<file path="src/rtl/scl_pkg.sv">
package scl_pkg;
    typedef enum logic [1:0] {
        PH_IDLE = 2'd0,
        PH_LOW  = 2'd1,
        PH_WAIT = 2'd2,
        PH_HIGH = 2'd3
    } phase_e;
endpackage

</file>
<file path="src/rtl/scl_tick_gen.sv">
module scl_tick_gen #(
    parameter int DIV = 4
) (
    input  logic clk,
    input  logic rst_n,
    output logic tick
);
    localparam int CW = (DIV > 1) ? $clog2(DIV) : 1;

    logic [CW-1:0] cnt_d, cnt_q;

    always_comb begin
        cnt_d = (cnt_q == CW'(DIV - 1)) ? '0 : cnt_q + 1'b1;
    end

    always_ff @(posedge clk or negedge rst_n) begin
        if (!rst_n) cnt_q <= '0;
        else        cnt_q <= cnt_d;
    end

    assign tick = (cnt_q == CW'(DIV - 1));
endmodule

</file>
<file path="src/rtl/scl_sync.sv">
module scl_sync #(
    parameter int STAGES = 2
) (
    input  logic clk,
    input  logic rst_n,
    input  logic din,
    output logic dout
);
    logic [STAGES-1:0] sh_d, sh_q;

    generate
        if (STAGES == 1) begin : g_one
            always_comb sh_d = din;
        end else begin : g_many
            always_comb sh_d = {sh_q[STAGES-2:0], din};
        end
    endgenerate

    always_ff @(posedge clk or negedge rst_n) begin
        if (!rst_n) sh_q <= '0;
        else        sh_q <= sh_d;
    end

    assign dout = sh_q[STAGES-1];
endmodule

</file>
<file path="src/rtl/scl_phase_core.sv">
module scl_phase_core
    import scl_pkg::*;
#(
    parameter int RW = 7
) (
    input  logic          clk,
    input  logic          rst_n,
    input  logic          active,
    input  logic          tick,
    input  logic [RW-1:0] reload,
    input  logic          line_high,
    output logic          pull_low,
    output logic          hi_pulse,
    output logic          lo_pulse
);
    typedef struct packed {
        phase_e        ph;
        logic [RW-1:0] cnt;
        logic          pull;
        logic          hs;
        logic          ls;
    } core_t;

    core_t st_d, st_q;
    logic  expire;

    assign expire = (st_q.cnt <= RW'(1));

    always_comb begin
        st_d    = st_q;
        st_d.hs = 1'b0;
        st_d.ls = 1'b0;
        if (!active) begin
            st_d.ph   = PH_IDLE;
            st_d.pull = 1'b0;
            st_d.cnt  = reload;
        end else if (tick) begin
            unique case (st_q.ph)
                PH_IDLE: begin
                    st_d.ph   = PH_LOW;
                    st_d.cnt  = reload;
                    st_d.pull = 1'b1;
                    st_d.ls   = 1'b1;
                end
                PH_LOW: begin
                    if (expire) begin
                        st_d.ph   = PH_WAIT;
                        st_d.pull = 1'b0;
                    end else begin
                        st_d.cnt = st_q.cnt - 1'b1;
                    end
                end
                PH_WAIT: begin
                    if (line_high) begin
                        st_d.ph  = PH_HIGH;
                        st_d.cnt = reload;
                        st_d.hs  = 1'b1;
                    end
                end
                PH_HIGH: begin
                    if (expire) begin
                        st_d.ph   = PH_LOW;
                        st_d.cnt  = reload;
                        st_d.pull = 1'b1;
                        st_d.ls   = 1'b1;
                    end else begin
                        st_d.cnt = st_q.cnt - 1'b1;
                    end
                end
                default: st_d.ph = PH_IDLE;
            endcase
        end
    end

    always_ff @(posedge clk or negedge rst_n) begin
        if (!rst_n) begin
            st_q.ph   <= PH_IDLE;
            st_q.cnt  <= '0;
            st_q.pull <= 1'b0;
            st_q.hs   <= 1'b0;
            st_q.ls   <= 1'b0;
        end else begin
            st_q <= st_d;
        end
    end

    assign pull_low = st_q.pull;
    assign hi_pulse = st_q.hs;
    assign lo_pulse = st_q.ls;
endmodule

</file>
<file path="src/rtl/scl_clkgen.sv">
module scl_clkgen #(
    parameter int RELOAD_W    = 7,
    parameter int MC_DIV      = 4,
    parameter int SYNC_STAGES = 2
) (
    input  logic                clk,
    input  logic                rst_n,
    input  logic                enable,
    input  logic                run,
    input  logic [RELOAD_W-1:0] reload,
    input  logic                scl_in,
    output logic                scl_pull_low,
    output logic                high_start,
    output logic                low_start
);
    logic mc_tick;
    logic scl_sync;

    scl_tick_gen #(.DIV(MC_DIV)) u_tick (
        .clk  (clk),
        .rst_n(rst_n),
        .tick (mc_tick)
    );

    scl_sync #(.STAGES(SYNC_STAGES)) u_sync (
        .clk  (clk),
        .rst_n(rst_n),
        .din  (scl_in),
        .dout (scl_sync)
    );

    scl_phase_core #(.RW(RELOAD_W)) u_core (
        .clk      (clk),
        .rst_n    (rst_n),
        .active   (enable & run),
        .tick     (mc_tick),
        .reload   (reload),
        .line_high(scl_sync),
        .pull_low (scl_pull_low),
        .hi_pulse (high_start),
        .lo_pulse (low_start)
    );
endmodule

</file>
<file path="config.mk">
export PLATFORM = sky130hd
export DESIGN_NAME = scl_clkgen
export DESIGN_NICKNAME = d
export VERILOG_FILES = /design/src/rtl/scl_pkg.sv /design/src/rtl/scl_tick_gen.sv /design/src/rtl/scl_sync.sv /design/src/rtl/scl_phase_core.sv /design/src/rtl/scl_clkgen.sv
export SDC_FILE = /design/constraint.sdc
export NUM_CORES = 1
export LEC_CHECK = 0
export BUFFER_PORTS_ARGS = -buffer_cell sky130_fd_sc_hd__buf_4
export CAP_MARGIN = 0
export CORE_ASPECT_RATIO = 0.9
export CORE_MARGIN = 2
export CORE_UTILIZATION = 55
export CTS_CLUSTER_DIAMETER = 100
export DETAILED_ROUTE_END_ITERATION = 7
export PLACE_DENSITY = 0.87
export SLEW_MARGIN = 10
export SYNTH_ARGS = -nofsm -noshare
export SYNTH_HDL_FRONTEND = slang
export SYNTH_SLANG_ARGS = --single-unit
</file>
<file path="constraint.sdc">
create_clock -name clk -period 5.7 [get_ports clk]
set_input_delay 0.57 -clock clk [delete_from_list [all_inputs] [get_ports clk]]
set_output_delay 0.57 -clock clk [all_outputs]
set_load 0.02 [all_outputs]
</file>
==> results.md <==
- Status: finished, final reports clean
- Via count: between 900 and 1,000
- Max stage delay on crit path: 0.60 ns
- HPWL Detailed: 1802 um
- Simple-gate share of the synthesized area: 18.63%
- Cell row count: 14
- Synthesized area: about 0.001 sq mm
- Commonest non-fill, non-tap cells in the layout: dfrtp_1, nor2_1, buf_4, inv_1, nand2_1
- CTS Hold Bufs: 0
- Worst Path Arrival: 2.44 ns
- CTS tree: built
- Maximum clock insertion buffer count: 2
- Remaining Overflow, GRT: 0
- CP max-delay cell: or4_4
- Total negative slack: 0 ns
- Area share of fa/ha/maj cells after synthesis: between 8 and 9%
- Main combinational cell family by area after synthesis: compound AO/OA/AOI/OAI gates
- Pwr/cell area: 198.1 mW/mm^2
- Post-Route WL: roughly 2400 um
- Period utilisation layout: 39.45%
- Layout cell share with drive strength beyond 1: between 10% and 20%
- Worst Skew: about 0.0033 ns
- Top_reg_cell synth: dfrtp_1
- FF+latch count, synth: 16
- CTS buffer count: 3
- Synth-to-Final Area Change: 16.30%
- Detail Route Antenna Nets: 0
- Final Critical Period: 2.249 ns
- Clk slew on worst S/H paths: 0.09 ns
- Hold/Removal Path Class: primary input to async pin
- Crit Path Category: register to register
- Reg-to-reg startpoint: u_core.st_q[7]
- CP Capture Type: register
- Setup bufs post-CTS: 0
- Critical Path Start Type: register
- Worst Path Required: between 5 and 6 ns
- Critical path buffers and inverters: 0
- Largest net degree at the start of global routing: 17
- Leak: 0.5094 nW
- Syn Nets: 126
- Worst-Skew Late Latency: 0.29 ns
- Critical path's top delay family: simple AND/OR/NAND/NOR gates
- Initial antenna violation count: 0
- IO Pins: 15
- CTS root buffer: clkbuf_4
- Vias per Instance: 6.507
- Fmax: 0.4447 GHz
- GP Congestion: 0.9421
- Slew @ Worst Pin: around 0.65 ns
- Yosys warns: 0
- Number of hold violations in the final report: 0
- First-pass GRT wire length: 4291 um
- Die Ht: 44.88 um
- Initial Utilization: ~59%
- Max Slew Vio Count: 0
- MaxCap Viol Count: 0
- Post-Synthesis Cells: 107
- Synth cell types: 38
- Die X: 49.42 um
- Layout Nets: 144
- Port bufs: 14
- Vias in the first global route: 916
- H-tree Lvls: 1
- Worst path cell trace: or4_4, or3_1, mux2_4, nand2_1, a221oi_1
- # diodes: 0
- Number of synthesized flops with an enable pin: 0
- Rel. slew slack: 56.71%
- DR iter-0 viols: 53
- Final Setup Violations: 0
- Critical Path Source: u_core.st_q[7]
- Compound-Gate Fraction of Synth Area: 23.16%
- Synth Area in XOR/XNOR: 1.716%
- Worst hold slack: 0.1101 ns
- Worst vdd ir: 177.1 uV
- CTS-repair resized insts: 0
- Synth Area per Inst: 9.542 sq um
- Post-synthesis mux area share: 4.534%
- Clk sinks: 16
- Commonest non-fill, non-tap cell in the layout: dfrtp_1
- DR WL/cell: 16.40 um
- Ys async rst share: 100.0%
- All-layer global routing usage: 25.66%
- DRC Markers: 0
- Core area: 0.001717 sq mm
- Sequential area share after synthesis: ~39%
- Die area: 0.002218 sq mm
- First-pass iteration count of the detailed router: 4
- RSZ-0062 raised after global routing: no
- Worst-path maximum fanout: 8
[cell families after synthesis]
kind of cell               Yosys count
buffers and inverters               11
xor gates and xnor gates             2
muxes                                4
adders and majority gates            7
DFF                                 16
AOI/OAI and AO/OA                   30
and+or+nand+nor                     37
[per-stage QoR]
stage	utilization, %	std cells	setup WS [ns]	total power [mW]	instance area [sq um]
finish	69.17	148	3.451	0.2353	1187
global route	69.17	148	3.327	0.2462	1187
CTS	69.17	148	3.441	0.2369	1187
detailed placement	67.06	144	3.530	0.1605	1151
global placement	67.06	144	3.599	0.1586	1151
floorplan	-	107	3.672	0.1454	1021
[flip-flops by register name, summed over array words and instances (netlist names)]
register,count
u_core.pull_low,1
u_core.hi_pulse,1
u_tick.cnt_q,2
u_core.lo_pulse,1
u_core.st_q,9
u_sync.sh_q,2
[area by class of cell]
type	instances	area, sq um
fill	139	529.3
inverter	10	37.54
timing repair buffer	14	105.1
sequential	16	400.4
tap	24	30.03
multi-input combinational	80	578.1
clock buffer	4	36.28
[power by group]
group | internal, mW | switching [mW] | leakage (nW)
registers | 0.119 | 0.00766 | 0.199
logic | 0.0154 | 0.0176 | 0.290
clock network | 0.0390 | 0.0371 | 0.0210
total | 0.173 | 0.0624 | 0.509
[path summary, 6_finish.rpt]
check | endpoint | slack [ns] | depth (start not counted)
worst min-delay path | u_core.st_q[10] | 0.11 | 1
worst min register to register | u_sync.sh_q[1] | 0.36 | 0
worst max-delay path | u_core.st_q[4] | 3.45 | 5
min in group clk | u_sync.sh_q[1] | 0.36 | 0
worst max register to register | u_core.st_q[4] | 3.45 | 5
max in group asynchronous | u_sync.sh_q[0] | 5.40 | 1
[worst register-to-register path: stages, from the launching register on]
cell,delay (ns)
dfrtp_1,0.46
or4_4,0.60
or3_1,0.52
mux2_4,0.25
nand2_1,0.06
a221oi_1,0.27
[cell usage after synthesis (2+ instances only)]
cell type / instances / area, sq um
a21oi_1: 4 / 20.02
a221o_1: 3 / 30.03
a221oi_1: 2 / 17.52
a32oi_1: 2 / 17.52
dfrtp_1: 16 / 400.4
ha_1: 7 / 87.58
inv_1: 10 / 37.54
mux2i_1: 2 / 20.02
nand2_1: 9 / 33.78
nand3_1: 2 / 10.01
nand4b_1: 2 / 17.52
nor2_1: 14 / 52.55
nor3_1: 2 / 10.01
o211ai_1: 2 / 15.01
o21ai_0: 2 / 10.01
o21ai_1: 3 / 15.01
o21bai_1: 2 / 15.01
or3_1: 2 / 12.51
xor2_1: 2 / 17.52
[metal layers]
layer	vias to the layer above	share of wire, %	track usage, %
met4	0	2.9	6.111
li1	434	-	-
met3	13	8.4	6.291
met2	64	47	43.24
met1	452	42	34.04
met5	-	0	0
No activity file was read; power rests on OpenSTA's default activity.
